`config.mk`:
```
export PLATFORM = sky130hd
export DESIGN_NAME = scr66_duplex
export DESIGN_NICKNAME = d
export VERILOG_FILES = /design/src/rtl/scr66_pkg.sv /design/src/rtl/scr66_mixer.sv /design/src/rtl/scr66_lane.sv /design/src/rtl/scr66_duplex.sv
export SDC_FILE = /design/constraint.sdc
export NUM_CORES = 1
export LEC_CHECK = 0
export BUFFER_PORTS_ARGS = -buffer_cell sky130_fd_sc_hd__buf_2
export CORE_ASPECT_RATIO = 0.8
export CORE_MARGIN = 8
export CORE_UTILIZATION = 40
export DETAILED_ROUTE_END_ITERATION = 16
export PLACE_DENSITY = 0.61
export SYNTH_ARGS = -nofsm -noshare
export SYNTH_HDL_FRONTEND = slang
export SYNTH_HIERARCHICAL = 1
export SYNTH_SLANG_ARGS = --single-unit
```
`constraint.sdc`:
```
create_clock -name clk -period 1.35 [get_ports clk]
set_clock_uncertainty 0.1 [all_clocks]
set_input_delay 0.0675 -clock clk [delete_from_list [all_inputs] [get_ports clk]]
set_output_delay 0.0675 -clock clk [all_outputs]
set_load 0.01 [all_outputs]
```
`src/rtl/scr66_pkg.sv`:
```
`timescale 1ns/1ps
package scr66_pkg;

    // Which bit a lane feeds back into its shift register
    typedef enum logic {
        DIR_TX = 1'b0,   // feed back the produced (line) bit
        DIR_RX = 1'b1    // feed back the received (line) bit
    } lane_dir_e;

    // Per-cycle action of a lane
    typedef enum logic [1:0] {
        ACT_IDLE = 2'd0,
        ACT_PASS = 2'd1,
        ACT_MIX  = 2'd2
    } lane_act_e;

endpackage

```
`src/rtl/scr66_mixer.sv`:
```
`timescale 1ns/1ps
// Combinational 64-step self-synchronizing mix of one block payload.
module scr66_mixer
    import scr66_pkg::*;
#(
    parameter int        DATA_W  = 64,
    parameter int        STATE_W = 58,
    parameter int        TAP_LO  = 38,
    parameter int        TAP_HI  = 57,
    parameter lane_dir_e DIR     = DIR_TX
) (
    input  logic [STATE_W-1:0] st_in,
    input  logic [DATA_W-1:0]  din,
    output logic [STATE_W-1:0] st_out,
    output logic [DATA_W-1:0]  dout
);

    always_comb begin
        logic [STATE_W-1:0] s;
        logic               o;
        logic               fb;
        s    = st_in;
        dout = '0;
        for (int i = 0; i < DATA_W; i++) begin
            o       = din[i] ^ s[TAP_LO] ^ s[TAP_HI];
            dout[i] = o;
            fb      = (DIR == DIR_TX) ? o : din[i];
            s       = {s[STATE_W-2:0], fb};
        end
        st_out = s;
    end

endmodule

```
`src/rtl/scr66_lane.sv`:
```
`timescale 1ns/1ps
// One direction: action select, state register, registered outputs.
module scr66_lane
    import scr66_pkg::*;
#(
    parameter int        DATA_W  = 64,
    parameter int        HDR_W   = 2,
    parameter int        STATE_W = 58,
    parameter int        TAP_LO  = 38,
    parameter int        TAP_HI  = 57,
    parameter lane_dir_e DIR     = DIR_TX
) (
    input  logic              clk,
    input  logic              rst,
    input  logic              bypass,
    input  logic              in_valid,
    input  logic [HDR_W-1:0]  in_hdr,
    input  logic [DATA_W-1:0] in_data,
    output logic              out_valid,
    output logic [HDR_W-1:0]  out_hdr,
    output logic [DATA_W-1:0] out_data
);

    localparam logic [STATE_W-1:0] SEED = '1;

    logic [STATE_W-1:0] state_q;
    logic [STATE_W-1:0] state_mix;
    logic [DATA_W-1:0]  data_mix;
    lane_act_e          act;

    logic               out_valid_q;
    logic [HDR_W-1:0]   out_hdr_q;
    logic [DATA_W-1:0]  out_data_q;

    scr66_mixer #(
        .DATA_W (DATA_W),
        .STATE_W(STATE_W),
        .TAP_LO (TAP_LO),
        .TAP_HI (TAP_HI),
        .DIR    (DIR)
    ) mix_i (
        .st_in (state_q),
        .din   (in_data),
        .st_out(state_mix),
        .dout  (data_mix)
    );

    // Action select for this cycle
    always_comb begin
        if (!in_valid)   act = ACT_IDLE;
        else if (bypass) act = ACT_PASS;
        else             act = ACT_MIX;
    end

    // Shift register: advances only on a mixed block
    always_ff @(posedge clk) begin
        if (rst)                 state_q <= SEED;
        else if (act == ACT_MIX) state_q <= state_mix;
    end

    // Registered outputs
    always_ff @(posedge clk) begin
        if (rst) begin
            out_valid_q <= 1'b0;
            out_hdr_q   <= '0;
            out_data_q  <= '0;
        end else begin
            unique case (act)
                ACT_IDLE: begin
                    out_valid_q <= 1'b0;
                end
                ACT_PASS: begin
                    out_valid_q <= 1'b1;
                    out_hdr_q   <= in_hdr;
                    out_data_q  <= in_data;
                end
                ACT_MIX: begin
                    out_valid_q <= 1'b1;
                    out_hdr_q   <= in_hdr;
                    out_data_q  <= data_mix;
                end
                default: begin
                    out_valid_q <= 1'b0;
                end
            endcase
        end
    end

    assign out_valid = out_valid_q;
    assign out_hdr   = out_hdr_q;
    assign out_data  = out_data_q;

    // ---------------- assertions ----------------
    logic past_ok;
    always_ff @(posedge clk) begin
        if (rst) past_ok <= 1'b0;
        else     past_ok <= 1'b1;
    end


    valid_latency_chk: assert property (@(posedge clk) disable iff (rst)
        past_ok |-> (out_valid == $past(in_valid)));


    hdr_align_chk: assert property (@(posedge clk) disable iff (rst)
        (past_ok && $past(in_valid)) |-> (out_hdr == $past(in_hdr)));


    bypass_copy_chk: assert property (@(posedge clk) disable iff (rst)
        (past_ok && $past(in_valid && bypass)) |-> (out_data == $past(in_data)));


    state_hold_chk: assert property (@(posedge clk) disable iff (rst)
        (past_ok && $past(!in_valid || bypass)) |-> $stable(state_q));

    generate
        if (DIR == DIR_TX) begin : g_tx_chk
            logic [STATE_W-1:0] out_tail;
            always_comb begin
                for (int k = 0; k < STATE_W; k++) out_tail[k] = out_data_q[DATA_W-1-k];
            end

            tx_state_line_chk: assert property (@(posedge clk) disable iff (rst)
                (past_ok && $past(in_valid && !bypass)) |-> (state_q == out_tail));
        end else begin : g_rx_chk
            logic [STATE_W-1:0] in_tail;
            always_comb begin
                for (int k = 0; k < STATE_W; k++) in_tail[k] = in_data[DATA_W-1-k];
            end

            rx_state_line_chk: assert property (@(posedge clk) disable iff (rst)
                (past_ok && $past(in_valid && !bypass)) |-> (state_q == $past(in_tail)));
        end
    endgenerate

endmodule

```
`src/rtl/scr66_duplex.sv`:
```
`timescale 1ns/1ps
// Transmit scrambler and receive descrambler lanes with shared bypass.
module scr66_duplex
    import scr66_pkg::*;
#(
    parameter int DATA_W  = 64,
    parameter int HDR_W   = 2,
    parameter int STATE_W = 58,
    parameter int TAP_LO  = 38,
    parameter int TAP_HI  = STATE_W - 1
) (
    input  logic              clk,
    input  logic              rst,
    input  logic              bypass_en,
    input  logic              tx_in_valid,
    input  logic [HDR_W-1:0]  tx_in_hdr,
    input  logic [DATA_W-1:0] tx_in_data,
    output logic              tx_out_valid,
    output logic [HDR_W-1:0]  tx_out_hdr,
    output logic [DATA_W-1:0] tx_out_data,
    input  logic              rx_in_valid,
    input  logic [HDR_W-1:0]  rx_in_hdr,
    input  logic [DATA_W-1:0] rx_in_data,
    output logic              rx_out_valid,
    output logic [HDR_W-1:0]  rx_out_hdr,
    output logic [DATA_W-1:0] rx_out_data
);

    scr66_lane #(
        .DATA_W(DATA_W), .HDR_W(HDR_W), .STATE_W(STATE_W),
        .TAP_LO(TAP_LO), .TAP_HI(TAP_HI), .DIR(DIR_TX)
    ) tx_lane_i (
        .clk      (clk),
        .rst      (rst),
        .bypass   (bypass_en),
        .in_valid (tx_in_valid),
        .in_hdr   (tx_in_hdr),
        .in_data  (tx_in_data),
        .out_valid(tx_out_valid),
        .out_hdr  (tx_out_hdr),
        .out_data (tx_out_data)
    );

    scr66_lane #(
        .DATA_W(DATA_W), .HDR_W(HDR_W), .STATE_W(STATE_W),
        .TAP_LO(TAP_LO), .TAP_HI(TAP_HI), .DIR(DIR_RX)
    ) rx_lane_i (
        .clk      (clk),
        .rst      (rst),
        .bypass   (bypass_en),
        .in_valid (rx_in_valid),
        .in_hdr   (rx_in_hdr),
        .in_data  (rx_in_data),
        .out_valid(rx_out_valid),
        .out_hdr  (rx_out_hdr),
        .out_data (rx_out_data)
    );

endmodule

```
==> metrics.txt, run 1 <==
status=finished, violations left; failing checks=hold timing, setup timing; worst-path fanout max=2; Routed Antenna Nets=0; DR WL/cell=22.8 um; CP max stage delay=0.35 ns; WL met3=5.47 mm; setup ws final=-0.196 ns; Final Net Count=1978; post-synth top area share=34.6%; DRC viols=0; vias post-DR=12235; Final Hold Vio Count=51; uppermost layer routed=met5; die area=42600 sq um; leading post-synthesis cells by cell area=dfxtp_1 35%, xor3_1 11%, mux2i_1 9.1%; Core Region=35800 sq um; Placed Cells=2086; # port buffers=270; Die Span Y=186 um; io pins=271; Max Fclk=0.647 GHz; global-route wire length before repair=77.7 mm; post-synthesis mux area share=9.12%; Final Util=57.9%; sequential share of power=36.3%; Synth Area in Compound Gates=12.7%; adder-cell share of the synthesized area=0%; switch share=29.8%; Synth Area in Simple Gates=9.64%; HP Start=rx_in_valid; number of max-cap violations=0; Syn Nets=1545; pin count of the biggest net entering global routing=76; YS warnings=6; Post-Layout Cell Count=2346; Die Width=229 um; power per cell area=1140 nW/um^2; final wirelength=53.4 mm; top cell type by total area after synthesis=dfxtp_1; FF-to-FF setup slack=-0.20 ns; number of stages on the worst setup path=5; Multi-input gate area=8580 sq um; grt ovf=0; Finish-stage setup viols=52; DP HPWL=37.1 mm; Initial Utilization=40.5%; register area share after synthesis=34.6%; Critical Path RT=1.67 ns; CTS tree=built; Slowest cell on crit path=dfxtp_2; r2r worst-path depth=5; largest family of logic cells by synthesized area=XOR/XNOR gates; cell family with most CP delay=XOR/XNOR gates; worst path bufs/invs=1; initial antenna violation count=3; Slew HR=41.6%; synth unique cells=21; via-per-instance ratio=5.22; FF-to-FF Start=tx_lane_i/state_q[56]$_SDFFE_PP1N_; Internal=16600 uW; unrepaired setup endpoints after global routing=yes; RR Endpoint=tx_lane_i/out_data[40]$_SDFFE_PP0P_; Final period util=115%; CP cell instances=xnor2_2 -> buf_4 -> xnor3_1 -> mux2i_2 -> a211oi_2; global router's overall resource usage=23.7%; switching pwr=7040 uW; DR WL met2=21.9 mm; syn avg cell area=10.3 sq um; post-synthesis register bit count=250; Hold WS=-0.268 ns; fill count=2940; WL met1=24.8 mm; GP Congestion=0.876; WS Path Type=reg -> reg; slew at the pin closest to its max-slew limit=0.876 ns; fin. max-slew vios=0; end point of the worst hold path=rx_lane_i/out_data[47]$_SDFFE_PP0P_; data arrival time of the worst path=1.87 ns; Peak VDD IR=0.860 mV; Syn Inst Count=1408; clock tree sinks=250; xor/xnor cell area share of the yosys netlist=20.7%; P_leak=0.0101 uW; FF+latch area=5170 sq um; Area Overhead vs Synth=43.1%; 1st-iter DRT viols=1117; DR pass1 iterations=5; Crit. End Element=register; FP Rows=62; vias in the first global route=12220; Worst Hold Class=in -> reg; Comb power frac=29.0%; root buf cell=clkbuf_16; fin crit period=1.55 ns; Max clock buf depth=3; clock power share=34.7%; clk slew on worst S/H paths=0.06 ns; H-tree depth=1; layout cells sized above 1=36.3%; crit start category=register; Num CTS Buffers=29; worst-skew pair later-pin latency=0.55 ns; synthesized area=14500 sq um; WHS Path Cells=2
[layout make-up]
type                    count  share of cell area (%)
diodes                      3                  0.0362
flip-flops and latches    250                    25.0
repair buffers            628                    23.8
clock inverters            13                   0.689
clock buffers              40                    4.04
multi-input cells         814                    41.4
inverters                 118                    2.14
well taps                 480                    2.90
[worst max-delay path by stage]
stage                                     endpoint  slack, ns                               start
2_1_floorplan    tx_lane_i/state_q[1]$_SDFFE_PP1N_      -0.03  tx_lane_i/state_q[15]$_SDFFE_PP1N_
3_3_place_gp   rx_lane_i/out_data[38]$_SDFFE_PP0P_      -0.27  rx_lane_i/state_q[19]$_SDFFE_PP1N_
3_5_place_dp    tx_lane_i/state_q[16]$_SDFFE_PP1N_      -0.32  tx_lane_i/state_q[49]$_SDFFE_PP1N_
4_1_cts        tx_lane_i/out_data[40]$_SDFFE_PP0P_      -0.14  tx_lane_i/state_q[17]$_SDFFE_PP1N_
6_report       tx_lane_i/out_data[40]$_SDFFE_PP0P_      -0.20  tx_lane_i/state_q[56]$_SDFFE_PP1N_
5_1_grt        tx_lane_i/out_data[40]$_SDFFE_PP0P_      -0.22  tx_lane_i/state_q[56]$_SDFFE_PP1N_
[cells by family after synthesis]
family,count (synthesis)
AOI/OAI and AO/OA,244
xor gates and xnor gates,186
buffers and inverters,344
DFF,250
muxes,132
and+or+nand+nor,252
[per-stage QoR]
step	instance area [sq um]	total power, uW	hold slack, ns	setup WS [ns]	setup TNS, ns
CTS	20100	23200	-0.299	-0.145	-2.22
detailed placement	16600	14200	0.218	-0.323	-5.72
finish	20700	23600	-0.268	-0.196	-2.96
global placement	16600	14200	0.204	-0.274	-4.77
floorplan	14600	12600	0.115	-0.0314	-0.187
global route	20700	24600	-0.267	-0.222	-6.37
[power groups by stage]
stage	combinational, uW	sequential [uW]	clock, uW
finish	6850	8580	8220
detailed placement	5570	8650	0
CTS	6350	8530	8370
global route	7220	8640	8700
global placement	5530	8630	0
floorplan	3850	8710	0
[routing by layer]
layer  up-vias  global-route usage [%]
met2       536                    33.1
met3        79                    7.22
li1       5682                       -
met4         2                    6.56
met1      5936                    34.9
met5         -                       0
[Yosys cell counts (all sizes together)]
cell type	count
nor2b	4
xnor3	19
o211ai	116
mux2i	132
xnor2	78
xor3	70
xor2	19
nor2	132
dfxtp	250
inv	118
nand3b	116
clkbuf	52
a211oi	128
buf	174
[placed cells by master, fill, tap and decap left out, types with 18 or more instances in the layout]
master           n
buf_2          264
dlygate4sd3_1  190
dfxtp_1        174
nor2_1         132
buf_4          126
inv_1          118
nand3b_1       116
o211ai_1       116
a211oi_1       114
mux2i_1        112
xor3_1          68
dfxtp_2         46
xnor2_2         33
dfxtp_4         30
clkbuf_16       29
xnor2_4         27
buf_12          25
buf_6           19
xnor3_1         19
xnor2_1         18
[repair_timing]
| action | 4_1_cts | 5_1_grt |
|---|---|---|
| hold buffers | 198 | 3 |
| gates cloned | 0 | 0 |
| setup endpoints to repair | 87 | 130 |
| resized for setup | 121 | 118 |
| pin swaps | 85 | 79 |
| setup buffers | 14 | 10 |
| endpoints found under the hold margin | 224 | 57 |
[flip-flops by register name, indices dropped and copies added, names as in the netlist]
name / count
rx_lane_i/state_q: 58
tx_lane_i/out_data: 64
rx_lane_i/out_valid: 1
tx_lane_i/out_valid: 1
rx_lane_i/out_data: 64
rx_lane_i/out_hdr: 2
tx_lane_i/out_hdr: 2
tx_lane_i/state_q: 58
No activity file was read; power rests on OpenSTA's default activity.
==> run 2: changes to the inputs <==
Settings changed: CORE_UTILIZATION 40 to 51, PLACE_DENSITY 0.61 to 0.75.
==> run 2 against run 1 <==
Net effect:
- the flow finishes with violations (setup timing)
- die area down 20%
- cell area shrank 2.7%
- via count grew 4.7%
- critical path depth is the same
- clock power fell by 8.6%
- global-route usage increased by 6.5 points
- sequential share of layout area up 0.63 points
- flip-flop and latch count is the same
- utilization rose by 14 points
- power down 2.5%
- largest cell class unchanged
- highest routed layer is now met4
==> metrics.txt, run 2 (synthesis results as in run 1) <==
pin count of the biggest net entering global routing=59; GP Congestion=0.952; unrepaired setup endpoints after global routing=yes; Area Overhead vs Synth=39.2%; Slew HR=33.0%; Critical Path RT=1.65 ns; Crit. End Element=register; Routed Antenna Nets=0; worst-skew pair later-pin latency=0.54 ns; Final Hold Vio Count=0; WS Path Type=reg -> reg; commonest non-fill, non-tap cell in the layout=buf_2; P_leak=0.00997 uW; # port buffers=270; number of max-cap violations=0; status=finished, violations left; data arrival time of the worst path=1.92 ns; CTS tree=built; via-per-instance ratio=5.80; setup ws final=-0.267 ns; clock tree sinks=250; power per cell area=1140 nW/um^2; DR pass1 iterations=6; CP cell instances=buf_6 -> xnor2_4 -> xor3_1 -> mux2i_1 -> a211oi_1; Initial Utilization=51.6%; most frequent cells in the layout=258 x buf_2, 174 x dfxtp_1, 152 x dlygate4sd3_1, 140 x buf_4, 132 x nor2_1; Die Width=204 um; worst-path fanout max=3; DR WL/cell=25.2 um; initial antenna violation count=3; Post-Layout Cell Count=2207; clk slew on worst S/H paths=0.07 ns; fin crit period=1.62 ns; Max Fclk=0.618 GHz; Num CTS Buffers=27; slew at the pin closest to its max-slew limit=1.00 ns; fin. max-slew vios=0; Peak VDD IR=1.00 mV; vias post-DR=12811; io pins=271; DP HPWL=35.8 mm; worst path bufs/invs=1; vias in the first global route=12545; die area=34100 sq um; Finish-stage setup viols=67; Max clock buf depth=3; Final Net Count=1950; Core Region=28100 sq um; H-tree depth=1; global router's overall resource usage=30.2%; Total Power=23100 uW; pre-CTS setup slack=-0.352 ns; Slowest cell on crit path=xor3_1; final wirelength=55.7 mm; Final Util=71.8%; root buf cell=clkbuf_16; Final period util=120%; global-route wire length before repair=79.8 mm; grt ovf=0; failing checks=setup timing; Die Span Y=167 um; CP max stage delay=0.38 ns; crit start category=register; Worst Hold Class=in -> reg; Placed Cells=1973; fill count=1882; setup TNS=-5.03 ns; 1st-iter DRT viols=1469; layout cells sized above 1=37.0%; cell family with most CP delay=XOR/XNOR gates; FP Rows=55; DRC viols=0
[run 2: metrics by stage]
stage	instance area, sq um	hold slack, ns
3_3_place_gp	16400	0.200
2_1_floorplan	14600	0.115
6_report	20200	0.0115
5_1_grt	20200	0.0243
3_5_place_dp	16400	0.212
4_1_cts	19300	0.00166
[run 2: worst register-to-register path, delay by kind of cell, from the launching register on]
kind	cells	cell delay [ns]
DFF	1	0.37
buffers and inverters	1	0.13
AOI/OAI and AO/OA	1	0.11
muxes	1	0.18
xor gates and xnor gates	2	0.59
[run 2: final timing paths]
| path | slack [ns] | cells past startpoint | end | from |
|---|---|---|---|---|
| max | -0.27 | 5 | tx_lane_i/out_data[62]$_SDFFE_PP0P_ | tx_lane_i/state_q[15]$_SDFFE_PP1N_ |
| min | 0.01 | 4 | tx_lane_i/out_data[19]$_SDFFE_PP0P_ | tx_in_data[19] |
| max reg2reg | -0.27 | 5 | tx_lane_i/out_data[62]$_SDFFE_PP0P_ | tx_lane_i/state_q[15]$_SDFFE_PP1N_ |
| min reg2reg | 0.39 | 2 | rx_lane_i/out_data[42]$_SDFFE_PP0P_ | rx_lane_i/out_data[42]$_SDFFE_PP0P_ |
[run 2: layout make-up]
| cell class | count | area [sq um] | area share, % |
|---|---|---|---|
| Inverter | 118 | 443 | 2.20 |
| Sequential cell | 250 | 5160 | 25.6 |
| Multi-Input combinational cell | 814 | 8530 | 42.3 |
| Antenna cell | 4 | 10.0 | 0.0497 |
| Timing Repair Buffer | 602 | 4670 | 23.1 |
| Clock inverter | 10 | 100 | 0.497 |
| Tap cell | 370 | 463 | 2.30 |
| Clock buffer | 39 | 781 | 3.87 |
[run 2: power by group]
| part | leakage (uW) | internal (uW) | switching [uW] |
|---|---|---|---|
| sequential | 0.00206 | 8020 | 590 |
| combinational | 0.00747 | 3660 | 3280 |
| clock | 0.000443 | 4380 | 3140 |
[run 2: per-layer routing]
metal	wire, um	global-route usage [%]
met1	23600	43.8
met2	23200	41.7
met4	1960	9.53
met5	0	0
met3	6920	9.68
[run 2: timing repair]
item	4_1_cts	5_1_grt
resized for setup	94	151
pin swaps	69	98
gates cloned	0	1
hold buffers	154	4
endpoints found under the setup margin	65	172
hold endpoints to repair	206	8
setup buffers	10	19
==> run 3: changes to the inputs <==
Settings changed: CORE_UTILIZATION 51 to 47, PLACE_DENSITY 0.75 to 0.7.
==> run 3 against run 2 <==
Net effect:
- the flow finishes with violations (hold timing, setup timing)
- first-iteration DRC count is 7.5% higher
- cell count rose by 1.4%
- highest routed layer unchanged
- maximum frequency shrank 0.41%
- cell area increased by 0.80%
- largest power group unchanged
- power up 3.1%
- clock-buffer cell count is the same
- global-route usage down 3.0 points
==> metrics.txt, run 3 (synthesis results as in run 1) <==
Die Span Y=173 um; Hold WS=-0.0768 ns; H-tree depth=1; FF-to-FF Start=tx_lane_i/state_q[15]$_SDFFE_PP1N_; setup ws final=-0.274 ns; Core Region=30400 sq um; vias in the first global route=12197; via-per-instance ratio=5.63; unrepaired setup endpoints after global routing=yes; layout cells sized above 1=36.2%; failing checks=hold timing, setup timing; FF-to-FF setup slack=-0.27 ns; grt ovf=0; WHS Path Cells=3; DR pass1 iterations=5; # port buffers=270; Die Width=212 um; worst-path fanout max=3; GP Congestion=0.938; GRT met2 Usage=37.1%; Critical Path RT=1.66 ns; most frequent cells in the layout=265 x buf_2, 170 x dfxtp_1, 168 x dlygate4sd3_1, 132 x nor2_1, 118 x inv_1; Max Fclk=0.616 GHz; fin. max-slew vios=0; crit start category=register; vias post-DR=12599; Finish-stage setup viols=64; Area Overhead vs Synth=40.3%; Post-Layout Cell Count=2239; GR peak layer=met1; commonest non-fill, non-tap cell in the layout=buf_2; 1st-iter DRT viols=1579; global router's overall resource usage=27.2%; Slew HR=43.7%; end point of the worst hold path=tx_lane_i/out_data[30]$_SDFFE_PP0P_; Placed Cells=1990; initial antenna violation count=0; global-route wire length before repair=77.1 mm; pre-CTS setup slack=-0.268 ns; power per cell area=1170 nW/um^2; Multi-input gate area=8570 sq um; pin count of the biggest net entering global routing=57; DP HPWL=35.5 mm; worst-skew pair later-pin latency=0.57 ns; io pins=271; number of max-cap violations=0; fin crit period=1.62 ns; CTS tree=built; slew at the pin closest to its max-slew limit=0.842 ns; FP Rows=57; DR WL/cell=24.8 um; Num CTS Buffers=29; DRC viols=0; RR Endpoint=tx_lane_i/out_data[62]$_SDFFE_PP0P_; Peak VDD IR=1.03 mV; r2r worst-path depth=4; status=finished, violations left; M1 GR Usage=41.6%; Crit. End Element=register; fill count=2237; diode count=0; met3 Track Usage GR=6.65%; root buf cell=clkbuf_16; HP Start=rst; final wirelength=55.5 mm; die area=36700 sq um; Final Net Count=1942; data arrival time of the worst path=1.94 ns; Routed Antenna Nets=0; Max clock buf depth=3; Initial Utilization=47.7%; WS Path Type=reg -> reg; Worst Hold Class=in -> reg; P_leak=0.0100 uW; clk slew on worst S/H paths=0.06 ns; Final Hold Vio Count=76; clock tree sinks=250; FF+latch area=5160 sq um; Final period util=120%
## run 3: timing repair
action,4_1_cts,5_1_grt
pin swaps,69,87
hold endpoints to repair,245,33
cloned,0,0
buffers inserted,12,19
hold buffers,162,15
setup endpoints to repair,68,142
gates resized for setup,101,140
## run 3: worst max-delay path by stage
| stage | endpoint | from |
|---|---|---|
| global placement | tx_lane_i/out_data[42]$_SDFFE_PP0P_ | tx_lane_i/state_q[15]$_SDFFE_PP1N_ |
| CTS | tx_lane_i/out_data[44]$_SDFFE_PP0P_ | tx_lane_i/state_q[13]$_SDFFE_PP1N_ |
| global route | tx_lane_i/out_data[62]$_SDFFE_PP0P_ | tx_lane_i/state_q[15]$_SDFFE_PP1N_ |
| detailed placement | tx_lane_i/out_data[42]$_SDFFE_PP0P_ | tx_lane_i/state_q[15]$_SDFFE_PP1N_ |
| floorplan | tx_lane_i/state_q[1]$_SDFFE_PP1N_ | tx_lane_i/state_q[15]$_SDFFE_PP1N_ |
| finish | tx_lane_i/out_data[62]$_SDFFE_PP0P_ | tx_lane_i/state_q[15]$_SDFFE_PP1N_ |
## run 3: layout make-up
class	instances	share of cell area, %
Clock buffer	39	3.95
Clock inverter	13	0.875
Inverter	118	2.18
Multi-Input combinational cell	814	42.2
Sequential cell	250	25.4
Tap cell	413	2.54
Timing Repair Buffer	592	22.9
## run 3: power breakdown
group          switching, uW  internal [uW]  leakage (uW)
clock network           3330           4920      0.000479
logic                   3250           3670       0.00746
registers                584           8020       0.00206
## run 3: per-layer routing
layer,part of all wire [%],up-vias
met5,0,-
met4,3.2,0
met3,12,138
met2,41,802
met1,44,6080
li1,-,5579
## run 3: critical path: stages, from the launching register on
cell      delay, ns
dfxtp_4        0.39
xnor2_4        0.20
xor3_1         0.41
mux2i_1        0.25
a211oi_2       0.13
## run 3: through the flow
stage                     area, sq um  utilization, %  setup TNS (ns)  total power [uW]
after CTS                       19300            63.7           -2.30             22900
after floorplan                 14600               -          -0.187             12600
final                           20300            66.9           -4.47             23800
after global placement          16300            53.6           -3.08             14000
after detailed placement        16300            53.6           -3.74             14000
after global routing            20300            66.9           -7.27             24500
